$ cat src/rtl/clk_boot_pkg.sv
package clk_boot_pkg;

  localparam int REG_W = 8;
  localparam int SEL_W = 2;

  localparam logic [REG_W-1:0] REG_INPUT_SEL = 8'h45;
  localparam logic [REG_W-1:0] REG_OUT3_TYPE = 8'h40;
  localparam logic [REG_W-1:0] REG_OUT3_DIV  = 8'h50;
  localparam logic [REG_W-1:0] REG_OUT3_CTL  = 8'h51;
  localparam logic [REG_W-1:0] REG_OUT0_DIV  = 8'h4A;
  localparam logic [REG_W-1:0] REG_OUT0_CTL  = 8'h4B;
  localparam logic [REG_W-1:0] REG_COMMIT    = 8'h5A;

  localparam logic [REG_W-1:0] VAL_SRC_ONBOARD = 8'h05;
  localparam logic [REG_W-1:0] VAL_SRC_EXTERN  = 8'h02;
  localparam logic [REG_W-1:0] VAL_LVDS_ON     = 8'h02;
  localparam logic [REG_W-1:0] VAL_COMMIT      = 8'h01;

  localparam logic [SEL_W-1:0] SEL_SAMPLE = 2'b01;
  localparam logic [SEL_W-1:0] SEL_REF    = 2'b10;

  typedef enum logic [2:0] {
    ST_LATCH,
    ST_LOAD,
    ST_REQ,
    ST_WAIT,
    ST_DONE
  } seqState_t;

  typedef struct packed {
    logic latchOpts;
    logic loadEntry;
    logic advance;
  } seqStrobe_t;

  // Divider code: half-period minus one in both nibbles; ratio 1 gives 0.
  function automatic logic [REG_W-1:0] divCode(input int ratio);
    logic [3:0] half;
    if (ratio <= 1) return '0;
    half = 4'((ratio / 2) - 1);
    return {half, half};
  endfunction

  // Divider control: bit 7 bypasses the divider for ratio 1.
  function automatic logic [REG_W-1:0] divCtl(input int ratio);
    return (ratio <= 1) ? 8'h80 : 8'h00;
  endfunction

endpackage

$ cat src/rtl/clk_boot_datapath.sv
module clk_boot_datapath
  import clk_boot_pkg::*;
#(
  parameter int FPGA_DIV = 1,
  parameter int REF_DIV  = 8
) (
  input  logic                 clk,
  input  logic                 rst,
  input  seqStrobe_t           strobe,
  input  logic                 srcExternal,
  input  logic                 pllPresent,
  output logic                 isLast,
  output logic [SEL_W-1:0]     frameSel,
  output logic                 frameRnw,
  output logic [REG_W-1:0]     frameAddr,
  output logic [REG_W-1:0]     frameData
);

  localparam int SAMP_LEN = 5;
  localparam int REF_LEN  = 4;
  localparam int TOTAL    = SAMP_LEN + REF_LEN;
  localparam int IDX_W    = $clog2(TOTAL);
  localparam logic [IDX_W-1:0] LAST_SAMP = IDX_W'(SAMP_LEN - 1);
  localparam logic [IDX_W-1:0] LAST_ALL  = IDX_W'(TOTAL - 1);
  localparam logic [REG_W-1:0] FPGA_CODE = divCode(FPGA_DIV);
  localparam logic [REG_W-1:0] FPGA_CTL  = divCtl(FPGA_DIV);
  localparam logic [REG_W-1:0] REF_CODE  = divCode(REF_DIV);
  localparam logic [REG_W-1:0] REF_CTL   = divCtl(REF_DIV);

  logic             optExt;
  logic             optPll;
  logic [IDX_W-1:0] entryIdx;
  logic [SEL_W-1:0] nextSel;
  logic [REG_W-1:0] nextAddr;
  logic [REG_W-1:0] nextData;

  // Write list, indexed by position.
  always_comb begin
    nextSel  = SEL_SAMPLE;
    nextAddr = REG_COMMIT;
    nextData = VAL_COMMIT;
    case (entryIdx)
      4'd0: begin
        nextAddr = REG_INPUT_SEL;
        nextData = optExt ? VAL_SRC_EXTERN : VAL_SRC_ONBOARD;
      end
      4'd1: begin nextAddr = REG_OUT3_TYPE; nextData = VAL_LVDS_ON; end
      4'd2: begin nextAddr = REG_OUT3_DIV;  nextData = FPGA_CODE;   end
      4'd3: begin nextAddr = REG_OUT3_CTL;  nextData = FPGA_CTL;    end
      4'd4: begin nextAddr = REG_COMMIT;    nextData = VAL_COMMIT;  end
      4'd5: begin
        nextSel  = SEL_REF;
        nextAddr = REG_INPUT_SEL;
        nextData = VAL_SRC_ONBOARD;
      end
      4'd6: begin nextSel = SEL_REF; nextAddr = REG_OUT0_DIV; nextData = REF_CODE; end
      4'd7: begin nextSel = SEL_REF; nextAddr = REG_OUT0_CTL; nextData = REF_CTL;  end
      default: begin nextSel = SEL_REF; nextAddr = REG_COMMIT; nextData = VAL_COMMIT; end
    endcase
  end

  always_ff @(posedge clk) begin
    if (rst) begin
      optExt    <= 1'b0;
      optPll    <= 1'b0;
      entryIdx  <= '0;
      frameSel  <= '0;
      frameAddr <= '0;
      frameData <= '0;
    end else begin
      if (strobe.latchOpts) begin
        optExt <= srcExternal;
        optPll <= pllPresent;
      end
      if (strobe.advance) entryIdx <= entryIdx + 1'b1;
      if (strobe.loadEntry) begin
        frameSel  <= nextSel;
        frameAddr <= nextAddr;
        frameData <= nextData;
      end
    end
  end

  assign frameRnw = 1'b0;
  assign isLast   = optPll ? (entryIdx == LAST_ALL) : (entryIdx == LAST_SAMP);

  // options change only on the latch strobe
  assert_opts_held_R8: assert property (@(posedge clk) disable iff (rst)
    !strobe.latchOpts |=> $stable({optExt, optPll}));

  // the list never runs past its end
  assert_idx_bound_R5: assert property (@(posedge clk) disable iff (rst)
    strobe.advance |-> (entryIdx < LAST_ALL));

endmodule

$ cat src/rtl/clk_boot_ctrl.sv
module clk_boot_ctrl
  import clk_boot_pkg::*;
(
  input  logic       clk,
  input  logic       rst,
  input  logic       frameAck,
  input  logic       frameDone,
  input  logic       isLast,
  output seqStrobe_t strobe,
  output logic       frameReq,
  output logic       bootHold,
  output logic       seqDone
);

  seqState_t state;
  seqState_t stateNext;
  logic      entryDone;

  always_comb begin
    stateNext = state;
    strobe    = '0;
    entryDone = 1'b0;
    case (state)
      ST_LATCH: begin
        strobe.latchOpts = 1'b1;
        stateNext        = ST_LOAD;
      end
      ST_LOAD: begin
        strobe.loadEntry = 1'b1;
        stateNext        = ST_REQ;
      end
      ST_REQ: begin
        if (frameAck) begin
          if (frameDone) entryDone = 1'b1;
          else           stateNext = ST_WAIT;
        end
      end
      ST_WAIT: begin
        if (frameDone) entryDone = 1'b1;
      end
      default: stateNext = ST_DONE;
    endcase
    if (entryDone) begin
      if (isLast) begin
        stateNext = ST_DONE;
      end else begin
        strobe.advance = 1'b1;
        stateNext      = ST_LOAD;
      end
    end
  end

  always_ff @(posedge clk) begin
    if (rst) state <= ST_LATCH;
    else     state <= stateNext;
  end

  assign frameReq = (state == ST_REQ);
  assign bootHold = (state != ST_DONE);
  assign seqDone  = (state == ST_DONE);

  // while waiting for completion no new request appears
  assert_no_req_in_wait_R7: assert property (@(posedge clk) disable iff (rst)
    (state == ST_WAIT && !frameDone) |=> !frameReq);

  // finished state is kept until reset
  assert_done_sticky_R9: assert property (@(posedge clk) disable iff (rst)
    seqDone |=> seqDone && !frameReq);

  // request drops after acknowledge
  assert_req_drops_R6: assert property (@(posedge clk) disable iff (rst)
    (frameReq && frameAck) |=> !frameReq);

endmodule

$ cat src/rtl/clk_boot_sequencer.sv
module clk_boot_sequencer
  import clk_boot_pkg::*;
#(
  parameter int FPGA_DIV = 1,
  parameter int REF_DIV  = 8
) (
  input  logic             clk,
  input  logic             rst,
  input  logic             srcExternal,
  input  logic             pllPresent,
  output logic             frameReq,
  input  logic             frameAck,
  input  logic             frameDone,
  output logic [SEL_W-1:0] frameSel,
  output logic             frameRnw,
  output logic [REG_W-1:0] frameAddr,
  output logic [REG_W-1:0] frameData,
  output logic             bootHold,
  output logic             seqDone
);

  seqStrobe_t strobe;
  logic       isLast;

  clk_boot_ctrl u_ctrl (
    .clk       (clk),
    .rst       (rst),
    .frameAck  (frameAck),
    .frameDone (frameDone),
    .isLast    (isLast),
    .strobe    (strobe),
    .frameReq  (frameReq),
    .bootHold  (bootHold),
    .seqDone   (seqDone)
  );

  clk_boot_datapath #(
    .FPGA_DIV (FPGA_DIV),
    .REF_DIV  (REF_DIV)
  ) u_data (
    .clk         (clk),
    .rst         (rst),
    .strobe      (strobe),
    .srcExternal (srcExternal),
    .pllPresent  (pllPresent),
    .isLast      (isLast),
    .frameSel    (frameSel),
    .frameRnw    (frameRnw),
    .frameAddr   (frameAddr),
    .frameData   (frameData)
  );

  // frame contents steady while awaiting acknowledge
  assert_frame_stable_R6: assert property (@(posedge clk) disable iff (rst)
    (frameReq && !frameAck) |=> frameReq && $stable({frameSel, frameAddr, frameData}));

  // exactly one device selected on every request
  assert_sel_onehot_R6: assert property (@(posedge clk) disable iff (rst)
    frameReq |-> ($countones(frameSel) == 1));

  // completion follows a commit frame
  assert_ends_commit_R4: assert property (@(posedge clk) disable iff (rst)
    $rose(seqDone) |-> (frameAddr == REG_COMMIT) && (frameData == VAL_COMMIT));

  // completion is caused by a frame finishing
  assert_done_after_frame_R9: assert property (@(posedge clk) disable iff (rst)
    $rose(seqDone) |-> $past(frameDone));

endmodule

$ cat config.mk
export PLATFORM = sky130hd
export DESIGN_NAME = clk_boot_sequencer
export DESIGN_NICKNAME = d
export VERILOG_FILES = /design/src/rtl/clk_boot_pkg.sv /design/src/rtl/clk_boot_datapath.sv /design/src/rtl/clk_boot_ctrl.sv /design/src/rtl/clk_boot_sequencer.sv
export SDC_FILE = /design/constraint.sdc
export NUM_CORES = 1
export LEC_CHECK = 0
export CAP_MARGIN = 20
export CORE_MARGIN = 4
export CORE_UTILIZATION = 51
export CTS_CLUSTER_DIAMETER = 30
export DETAILED_ROUTE_END_ITERATION = 6
export GPL_TIMING_DRIVEN = 0
export PLACE_DENSITY = 0.82
export SYNTH_ARGS = -nofsm -noshare
export SYNTH_HDL_FRONTEND = slang
export SYNTH_SLANG_ARGS = --single-unit
$ cat constraint.sdc
create_clock -name clk -period 2.9 [get_ports clk]
set_clock_uncertainty 0.05 [all_clocks]
set_input_delay 0.58 -clock clk [delete_from_list [all_inputs] [get_ports clk]]
set_output_delay 0.58 -clock clk [all_outputs]
set_load 0.05 [all_outputs]
==> results by group <==
Timing
  – Slew Limit Fails: 0
  – Worst-Margin Slew: around 0.73 ns
  – Worst hold margin: just over 0.4 ns
  – Final hold vios: 0
  – Slew headroom: between 50% and 60%
  – Unrepaired setup endpoints after global routing: false
  – Fin crit period: 2.52 ns
  – Number of setup violations in the final report: 0
  – Setup slack after layout: roughly 0.38 ns
  – Maximum operating frequency: about 0.40 GHz
  – Fin crit share: between 80% and 90%
  – Setup TNS Final: 0 ns

Worst setup path
  – Critical Path AT: 1.89 ns
  – CP Capture Type: primary output
  – Slowest-stage cell, CP: clkdlybuf4s50_1
  – Cells on worst reg2reg path: 6
  – CP peak stage delay: 0.83 ns
  – CP Max Fanout: 8
  – Worst Path Required: between 2 and 2.5 ns
  – Setup Crit Path Kind: register to primary output
  – Critical Path Start Type: register
  – CP cell instances: inv_1 > nor3_1 > clkdlybuf4s50_1

Global route
  – Global Route Usage Sum: a little under a fifth
  – Largest net degree at the start of global routing: 12
  – Overflow after GRT: 0
  – First-pass GRT wire length: 3.88 mm
  – Vias in the first global route: between 900 and 1000
  – Initial antenna violation count: 0

Clock tree
  – Post-CTS Hold Buffers: 0
  – CTS buffer count: 3
  – CTS tree: built
  – Post-CTS Setup Repair Bufs: 0
  – Clk Latency, worst-skew pair: ~0.3 ns
  – Post-cts gate resize count: 0
  – Clock transition at path regs: between 0.1 and 0.15 ns
  – Clock root buffer: clkbuf_4
  – H-Tree Depth: 1
  – Sink Count: 21
  – Max Buffers Root-to-Sink: 2

Floorplan
  – Starting Density: 55.3%
  – Die height: approximately 55 um
  – Die W: 54.8 um
  – Row count: 16
  – Area of the die: between 3000 and 4000 um^2
  – I/O pins: 28
  – Core area: a little over 2000 um^2

Power
  – Total leakage power: roughly 0.00057 uW
  – Power per cell area: 552 nW/um^2
  – Max IR drop VDD: about 0.00042 V

Detailed routing
  – Drt pass-1 iters: 4
  – Via-to-Cell Ratio: about 5.3
  – Post-DRT Antenna Nets: 0
  – Wire per inst: 12.6 um
  – Post-Route WL: ~2.4 mm
  – Detailed Route Iter0 Violations: 19
  – Detailed-route via count: 1001
  – DRC: 0

Placed design
  – Dpl ws: around 0.73 ns
  – RePlAce Congestion: between 0.7 and 0.8
  – PortBufs: 21
  – DP Wirelength: 1.78 mm

Final layout
  – Fill count: 180
  – Area growth, synth to finish: 25.5%
  – # nets final: roughly 170
  – # diodes: 0
  – Layout cells sized above 1: roughly an eighth

Logic synthesis
  – Area leader, netlist: dfxtp_1
  – Cells after Synth: roughly 130
  – Post-synthesis cell type count: 34
  – Avg Inst Size Synth: 8.40 um^2
  – Most frequent cell after synthesis: dfxtp_1
  – Synth top area cells: dfxtp_1 (38%), a21oi_1 (6.3%), buf_4 (5.4%)
  – Cell area after synthesis: approximately 1100 um^2
  – Post-synthesis sequential area ratio: approximately 38%
  – Post-synth ARST share: 0%
  – Top post-synthesis cells by count: dfxtp_1 (21), nor2_1 (15), a21oi_1 (14)
  – Synth Warn #: 0
  – Top-area cell type share of the netlist area: roughly 38%
  – Number of synthesized flops with an enable pin: 0
  – Flops & latches, synth: 21
  – Ys flop type: dfxtp_1

Worst hold path
  – Hold path depth: 2
  – Worst Hold Class: register to register

Outcome
  – Status: finished clean

Flow run
  – Max-cap violations: 0
[state kept, by name, summed over array words and instances (netlist names)]
register,cells
u_data.frameAddr,5
u_data.frameData,5
u_data.entryIdx,4
u_ctrl.state,3
u_data.frameSel,2
u_data.optExt,1
u_data.optPll,1
[per-stage QoR]
stage	util [%]	cells	area (um^2)	power, uW
floorplan	-	137	1130	563
global placement	68.1	185	1380	636
detailed placement	68.1	185	1380	643
CTS	69.4	189	1400	777
global route	69.4	189	1400	816
finish	69.4	189	1400	775
[cells by family (layout without fill, tap and decap cells)]
| kind of cell | Yosys count | after routing | synth area share, % |
|---|---|---|---|
| other | 1 | 5 | 0.336 |
| buffers and inverters | 24 | 49 | 12.2 |
| XOR/XNOR | 1 | 1 | 0.784 |
| adder cells (fa/ha/maj) | 4 | 4 | 4.48 |
| flip-flops | 21 | 21 | 37.6 |
| AND/OR/NAND/NOR | 46 | 46 | 22.7 |
| multiplexers | 4 | 4 | 3.58 |
| AO/OA/AOI/OAI | 32 | 32 | 18.3 |
[final timing paths]
kind	from	end	slack, ns
max	u_ctrl.state[1]$_SDFFE_PP0P_	frameReq	0.38
min	u_data.frameData[2]$_SDFFE_PP0P_	u_data.frameData[2]$_SDFFE_PP0P_	0.42
max reg2reg	u_data.entryIdx[0]$_SDFFE_PP0P_	u_data.entryIdx[3]$_SDFFE_PP0P_	1.05
min reg2reg	u_data.frameData[2]$_SDFFE_PP0P_	u_data.frameData[2]$_SDFFE_PP0P_	0.42
[layer usage]
| layer | share of wire [%] | track usage (%) |
|---|---|---|
| met1 | 47 | 23.0 |
| met5 | 0 | 0 |
| met3 | 4.9 | 3.54 |
| met2 | 47 | 29.5 |
| met4 | 1.2 | 7.05 |
[placed cells by master (no fill, tap or decap), types with 2 or more instances in the layout]
cell and count:
clkbuf_4 3, clkdlybuf4s50_1 21, conb_1 5, or3_1 3, o21ai_0 9, nor2_1 15
inv_1 8, nor3_1 7, ha_1 4, mux2i_1 4, nor3b_1 2, nor4_1 2
buf_6 2, nand4b_1 2, nand3_1 3, clkbuf_1 6, nand2_1 7, dfxtp_1 21
buf_4 8, a21oi_1 14
[power by group]
part	internal (uW)	leakage [uW]	total [uW]	switching, uW
Sequential	319	0.000172	338	18.9
Combinational	110	0.000379	299	190
Clock	53.5	0.0000150	138	84.3
Total	482	0.000566	775	293
[critical path, delay by kind of cell (launching register included)]
kind	cells	cell delay (ns)
buffers and inverters	2	0.93
DFF	1	0.48
and+or+nand+nor	1	0.19
[layout make-up]
class / instances / area, um^2 / area share (%)
Timing Repair Buffer: 21 / 210 / 15.0
Buffer: 16 / 106 / 7.58
Sequential cell: 21 / 420 / 30.0
Tap cell: 27 / 33.8 / 2.41
Multi-Input combinational cell: 92 / 576 / 41.0
Clock buffer: 4 / 26.3 / 1.87
Inverter: 8 / 30.0 / 2.14
Power figures use the tool's default switching activity.
